==> src/rtl/lrs_pkg.sv <==
package lrs_pkg;

    typedef enum logic [1:0] {
        OS_NONE = 2'd0,
        OS_TS1  = 2'd1,
        OS_SKP  = 2'd2,
        OS_EIOS = 2'd3
    } os_kind_e;

    typedef enum logic [1:0] {
        ST_READY,
        ST_REQ,
        ST_WIRE,
        ST_EIDLE
    } seq_state_e;

    typedef struct packed {
        logic     req;
        os_kind_e kind;
        logic     hot;
    } os_drive_t;

    // Lane occupancy of one ordered set, in symbol times.
    function automatic int unsigned os_len(os_kind_e k, int unsigned ts_len,
                                           int unsigned skp_len, int unsigned ei_len);
        case (k)
            OS_TS1:  return ts_len;
            OS_SKP:  return skp_len;
            OS_EIOS: return ei_len;
            default: return 2;
        endcase
    endfunction

    // Choice of the next set at an ordered-set boundary.
    function automatic os_kind_e pick_next(logic burst_done, logic skip_due);
        if (burst_done)
            return OS_EIOS;
        else if (skip_due)
            return OS_SKP;
        return OS_TS1;
    endfunction

    function automatic int unsigned max3(int unsigned a, int unsigned b, int unsigned c);
        int unsigned m;
        m = (a > b) ? a : b;
        return (m > c) ? m : c;
    endfunction

endpackage

==> src/rtl/lrs_skp_timer.sv <==
module lrs_skp_timer #(
    parameter int unsigned SKP_NOM = 1180,
    parameter int unsigned SKP_MAX = 1538
) (
    input  logic clk,
    input  logic rst,
    input  logic restart,
    input  logic run,
    output logic due,
    output logic late
);
    localparam int unsigned W = $clog2(SKP_MAX + 1);

    logic [W-1:0] cnt_q;

    always_ff @(posedge clk) begin
        if (rst)
            cnt_q <= '0;
        else if (restart)
            cnt_q <= W'(1);
        else if (run && cnt_q < W'(SKP_MAX))
            cnt_q <= cnt_q + W'(1);
    end

    assign due  = cnt_q >= W'(SKP_NOM);
    assign late = run && (cnt_q >= W'(SKP_MAX));
endmodule

==> src/rtl/lrs_ts_ctr.sv <==
module lrs_ts_ctr #(
    parameter int unsigned TS_COUNT = 1024
) (
    input  logic clk,
    input  logic rst,
    input  logic clr,
    input  logic inc,
    output logic done
);
    localparam int unsigned W = $clog2(TS_COUNT + 1);

    logic [W-1:0] cnt_q;

    always_ff @(posedge clk) begin
        if (rst || clr)
            cnt_q <= '0;
        else if (inc && cnt_q != W'(TS_COUNT))
            cnt_q <= cnt_q + W'(1);
    end

    assign done = cnt_q == W'(TS_COUNT);
endmodule

==> src/rtl/lrs_occ_timer.sv <==
module lrs_occ_timer #(
    parameter int unsigned W = 5
) (
    input  logic         clk,
    input  logic         rst,
    input  logic         load,
    input  logic [W-1:0] len,
    input  logic         run,
    output logic         expired
);
    logic [W-1:0] occ_q;

    // The handshake cycle and the request cycle that follows are not counted here.
    always_ff @(posedge clk) begin
        if (rst)
            occ_q <= '0;
        else if (load)
            occ_q <= len - W'(2);
        else if (run && occ_q != '0)
            occ_q <= occ_q - W'(1);
    end

    assign expired = occ_q == '0;
endmodule

==> src/rtl/lrs_seq.sv <==
module lrs_seq
    import lrs_pkg::*;
#(
    parameter int unsigned TS_COUNT = 1024,
    parameter int unsigned SKP_NOM  = 1180,
    parameter int unsigned SKP_MAX  = 1538,
    parameter int unsigned TS_LEN   = 16,
    parameter int unsigned SKP_LEN  = 4,
    parameter int unsigned EI_LEN   = 4
) (
    input  logic       clk,
    input  logic       rst,
    input  logic       bus_rst_n,
    output logic       fund_rst_n,
    output logic       os_req,
    output logic [1:0] os_kind,
    output logic       os_hot_rst,
    input  logic       os_ack,
    output logic       elec_idle,
    output logic       skp_late
);
    localparam int unsigned MAX_LEN = max3(TS_LEN, SKP_LEN, EI_LEN);
    localparam int unsigned OCW     = $clog2(MAX_LEN + 1);

    seq_state_e state_q;
    os_kind_e   kind_q;
    os_drive_t  drv;

    logic           start, hs, ts_hs, skp_hs, in_burst, in_wire;
    logic           ts_done, skip_due, occ_expired, late_raw;
    logic [OCW-1:0] occ_len;

    assign start    = (state_q == ST_READY) && !bus_rst_n;
    assign hs       = (state_q == ST_REQ) && os_ack;
    assign ts_hs    = hs && (kind_q == OS_TS1);
    assign skp_hs   = hs && (kind_q == OS_SKP);
    assign in_wire  = state_q == ST_WIRE;
    assign in_burst = (state_q == ST_REQ) || in_wire;
    assign occ_len  = OCW'(os_len(kind_q, TS_LEN, SKP_LEN, EI_LEN));

    lrs_skp_timer #(
        .SKP_NOM(SKP_NOM),
        .SKP_MAX(SKP_MAX)
    ) i_skp (
        .clk    (clk),
        .rst    (rst),
        .restart(start || skp_hs),
        .run    (in_burst),
        .due    (skip_due),
        .late   (late_raw)
    );

    lrs_ts_ctr #(
        .TS_COUNT(TS_COUNT)
    ) i_ts (
        .clk (clk),
        .rst (rst),
        .clr (start),
        .inc (ts_hs),
        .done(ts_done)
    );

    lrs_occ_timer #(
        .W(OCW)
    ) i_occ (
        .clk    (clk),
        .rst    (rst),
        .load   (hs),
        .len    (occ_len),
        .run    (in_wire),
        .expired(occ_expired)
    );

    always_ff @(posedge clk) begin
        if (rst) begin
            state_q <= ST_READY;
            kind_q  <= OS_NONE;
        end else begin
            case (state_q)
                ST_READY: begin
                    if (start) begin
                        state_q <= ST_REQ;
                        kind_q  <= OS_TS1;
                    end
                end
                ST_REQ: begin
                    if (os_ack)
                        state_q <= ST_WIRE;
                end
                ST_WIRE: begin
                    if (occ_expired) begin
                        if (kind_q == OS_EIOS) begin
                            state_q <= ST_EIDLE;
                            kind_q  <= OS_NONE;
                        end else begin
                            state_q <= ST_REQ;
                            kind_q  <= pick_next(ts_done, skip_due);
                        end
                    end
                end
                default: begin
                    if (bus_rst_n)
                        state_q <= ST_READY;
                end
            endcase
        end
    end

    always_comb begin
        drv.req  = state_q == ST_REQ;
        drv.kind = drv.req ? kind_q : OS_NONE;
        drv.hot  = drv.req && (kind_q == OS_TS1);
    end

    assign os_req     = drv.req;
    assign os_kind    = drv.kind;
    assign os_hot_rst = drv.hot;
    assign fund_rst_n = state_q == ST_READY;
    assign elec_idle  = state_q == ST_EIDLE;
    assign skp_late   = late_raw;
endmodule

==> config.mk <==
export PLATFORM = sky130hd
export DESIGN_NAME = lrs_seq
export DESIGN_NICKNAME = d
export VERILOG_FILES = /design/src/rtl/lrs_pkg.sv /design/src/rtl/lrs_skp_timer.sv /design/src/rtl/lrs_ts_ctr.sv /design/src/rtl/lrs_occ_timer.sv /design/src/rtl/lrs_seq.sv
export SDC_FILE = /design/constraint.sdc
export NUM_CORES = 1
export LEC_CHECK = 0
export ABC_AREA = 0
export BUFFER_PORTS_ARGS = -buffer_cell sky130_fd_sc_hd__buf_2
export CAP_MARGIN = 20
export CORE_MARGIN = 5
export CORE_UTILIZATION = 54
export CTS_CLUSTER_SIZE = 24
export DETAILED_ROUTE_END_ITERATION = 8
export PLACE_DENSITY_LB_ADDON = 0.12
export SETUP_SLACK_MARGIN = 0.02
export SLEW_MARGIN = 20
export SYNTH_ARGS = -nofsm -noshare
export SYNTH_HDL_FRONTEND = slang
export SYNTH_SLANG_ARGS = --single-unit
==> constraint.sdc <==
create_clock -name clk -period 1.74 [get_ports clk]
set_input_delay 0 -clock clk [delete_from_list [all_inputs] [get_ports clk]]
set_output_delay 0 -clock clk [all_outputs]
set_load 0.05 [all_outputs]
==> impl_metrics.tcl <==
set metrics [dict create \
    outcome "completed" \
    grt_pass1_vias 1546 \
    gp_congestion 0.889 \
    required_ps 2020 \
    die_w_microns 67.7 \
    clk_pin_slew_ps 90 \
    slew_headroom_pct 67.8 \
    ys.flop_type "dfxtp_1" \
    drive_gt1_share_pct 26.6 \
    synthXorXnorAreaFrac_pct 4.39 \
    report.final.hold_viol_count 0 \
    finalWirelength_microns 3930 \
    max-cap-violations 0 \
    die_area_sq_mm 0.00458 \
    rows 21 \
    coreArea_sq_mm 0.00328 \
    setup_viol 0 \
    insertion_delay_ps 330 \
    root_buffer "clkbuf_4" \
    min_period_ps 1710 \
    die_h_microns 67.7 \
    rsz0062_at_grt "yes" \
    start_kind "flip-flop" \
    grt_first_pass_wirelength_microns 6580 \
    ys_seq_elements 31 \
    fill_cells 274 \
    h-tree-depth 2 \
    finalNetCount 258 \
    synth.mux.area_fraction_pct 1.11 \
    hold_start "rst" \
    antenna_found_initial 0 \
    finalWorstSetupSlack_ps 31.5 \
    whs_ps 36.3 \
    synth_compound_area_share_pct 16.9 \
    dp_hpwl_microns 2810 \
    path_class "reg -> reg" \
    slew_violations 0 \
    period_share_pct 98.2 \
    overflow 0 \
    drt.antenna.violating_nets 0 \
    diodes 0 \
    cts_sinks 31 \
    first_iter_violations 49 \
    worstPathMaxFanout 6 \
    place_ws_ps 0.550 \
    ys_async_sr_fraction_pct 0 \
    cp-startpoint "state_q[1]$_SDFFE_PP0P_" \
    vias 1668 \
    syn-cell-area_sq_mm 0.00180 \
    start_util_pct 54.7 \
    r2r-start "state_q[1]$_SDFFE_PP0P_" \
    ys_types 49 \
    cts_max_path_buffers 2 \
    drt_drc_violations_left 0 \
    hp-class "in -> reg" \
    avgViaCountPerCell 5.75 \
    firstDrtPassIters 4 \
    max_freq_ghz 0.585 \
    cp-end-kind "flip-flop" \
    powerDensity_mw_per_mm2 1130 \
    leakage_nw 0.815 \
    cts_tree "done" \
    synth.avg_cell_area_sq_um 8.31 \
    synth_seq_area_share_pct 34.6 \
    synth_top_family_by_area "simple AND/OR/NAND/NOR gates" \
    final_common_cell "dfxtp_1" \
    worstMarginPinSlew_ps 476 \
    grt_max_degree 17 \
    synthCells 216 \
    arrival_ps 1990 \
    final_cell_mix "dfxtp_1 (24), buf_4 (21), nor2_1 (17)" \
    numCtsBuffers 5 \
    synth-adder-area-share_pct 6.97 \
    synth_edf_count 0 \
    io_buffers 10 \
    syn-num-nets 230 \
    ir_drop_uv 398 \
    io_pins 11 \
    wl_per_cell_microns 13.6 \
    yosysWarnings 0 \
    finalClockSkew_ps 4.81 \
    synth-simple-area-share_pct 29.5 \
    area_delta_synth_final_pct 21.3 \
    grt_usage_pct 18.8 \
]
-- cell usage after synthesis (all sizes together), types with 2 or more instances --
| cell | count | area, sq um |
|---|---|---|
| a211oi | 3 | 22.5 |
| a21oi | 12 | 60.1 |
| a31oi | 4 | 25.0 |
| and2 | 7 | 45.1 |
| and4 | 2 | 17.5 |
| and4b | 2 | 21.3 |
| buf | 5 | 37.5 |
| clkbuf | 3 | 12.5 |
| dfxtp | 31 | 621 |
| ha | 10 | 125 |
| inv | 15 | 56.3 |
| mux2i | 2 | 20.0 |
| nand2 | 13 | 48.8 |
| nand3 | 8 | 40.0 |
| nand3b | 2 | 15.0 |
| nand4 | 8 | 50.1 |
| nand4b | 2 | 17.5 |
| nor2 | 17 | 63.8 |
| nor2b | 3 | 18.8 |
| nor3 | 5 | 25.0 |
| nor4 | 2 | 12.5 |
| nor4b | 2 | 23.8 |
| o211ai | 3 | 22.5 |
| o21a | 2 | 15.0 |
| o21ai | 12 | 60.1 |
| o22ai | 3 | 18.8 |
| o31ai | 2 | 15.0 |
| or2 | 2 | 12.5 |
| or3 | 7 | 43.8 |
| or4 | 7 | 52.6 |
| xnor2 | 3 | 26.3 |
| xor2 | 6 | 52.6 |
-- per-stage QoR --
step | total power [mW] | TNS, ps | cell area [sq um] | utilization [%] | cells
after floorplan | 1.70 | -182 | 1840 | - | 216
after global routing | 2.64 | -38.1 | 2180 | 66.3 | 290
after global placement | 1.83 | 0 | 1960 | 59.6 | 273
after detailed placement | 1.87 | 0 | 1960 | 59.6 | 273
final | 2.46 | 0 | 2180 | 66.3 | 290
after CTS | 2.36 | 0 | 2070 | 63.0 | 283
-- metal layers --
layer  vias to the layer above  track usage, %  part of all wire, %
met1                       792            21.4                   45
met4                         0            6.58                  1.3
met3                         5            6.32                  4.4
met2                        30            32.6                   49
li1                        841               -                    -
met5                         -               0                    0
-- state kept, by name (all words and copies together) (netlist names) --
signal and cells:
i_ts.cnt_q 11, i_skp.cnt_q 11, state_q 2, i_occ.occ_q 5, kind_q 2
-- critical path: stages (launching register included) --
cell and delay, ps:
dfxtp_4 390, inv_4 50, ha_4 160, and2b_4 180, or3_4 390, or4_4 420
nand2_2 60
-- logic make-up (layout without fill, tap and decap cells) --
kind of cell,count (synthesis),after routing
compound gates,48,48
fa+ha+maj,10,10
simple gates,92,92
buf+inv,24,52
mux,2,2
xor+xnor,9,9
flops,31,31
-- report_power, final --
| group | leakage, nW | internal (mW) | switching (mW) | total [mW] |
|---|---|---|---|---|
| sequential | 0.255 | 0.801 | 0.119 | 0.920 |
| clock | 0.0341 | 0.187 | 0.240 | 0.427 |
| combinational | 0.525 | 0.498 | 0.611 | 1.11 |
| total | 0.815 | 1.49 | 0.969 | 2.46 |
-- final cells by class --
type | instances | area (sq um) | area share [%]
Sequential cell | 31 | 637 | 29.3
Inverter | 15 | 61.3 | 2.82
Tap cell | 46 | 57.6 | 2.64
Clock buffer | 6 | 51.3 | 2.36
Timing Repair Buffer | 30 | 203 | 9.31
Clock inverter | 1 | 5.00 | 0.230
Multi-Input combinational cell | 161 | 1160 | 53.4
-- worst paths after layout --
| kind | end | slack (ps) | cells after the start |
|---|---|---|---|
| max | i_skp.cnt_q[4]$_SDFFE_PP0P_ | 30 | 6 |
| min | state_q[0]$_SDFFE_PP0P_ | 40 | 2 |
| max reg2reg | i_skp.cnt_q[4]$_SDFFE_PP0P_ | 30 | 6 |
| min reg2reg | i_ts.cnt_q[7]$_SDFFE_PP0P_ | 500 | 2 |
-- timing repair --
item | in CTS | in global routing
buffers inserted | 3 | 7
hold buffers | 0 | 0
endpoints found under the setup margin | 6 | 11
resized for setup | 6 | 17
pin swaps | 1 | 9
Power figures use the tool's default switching activity.
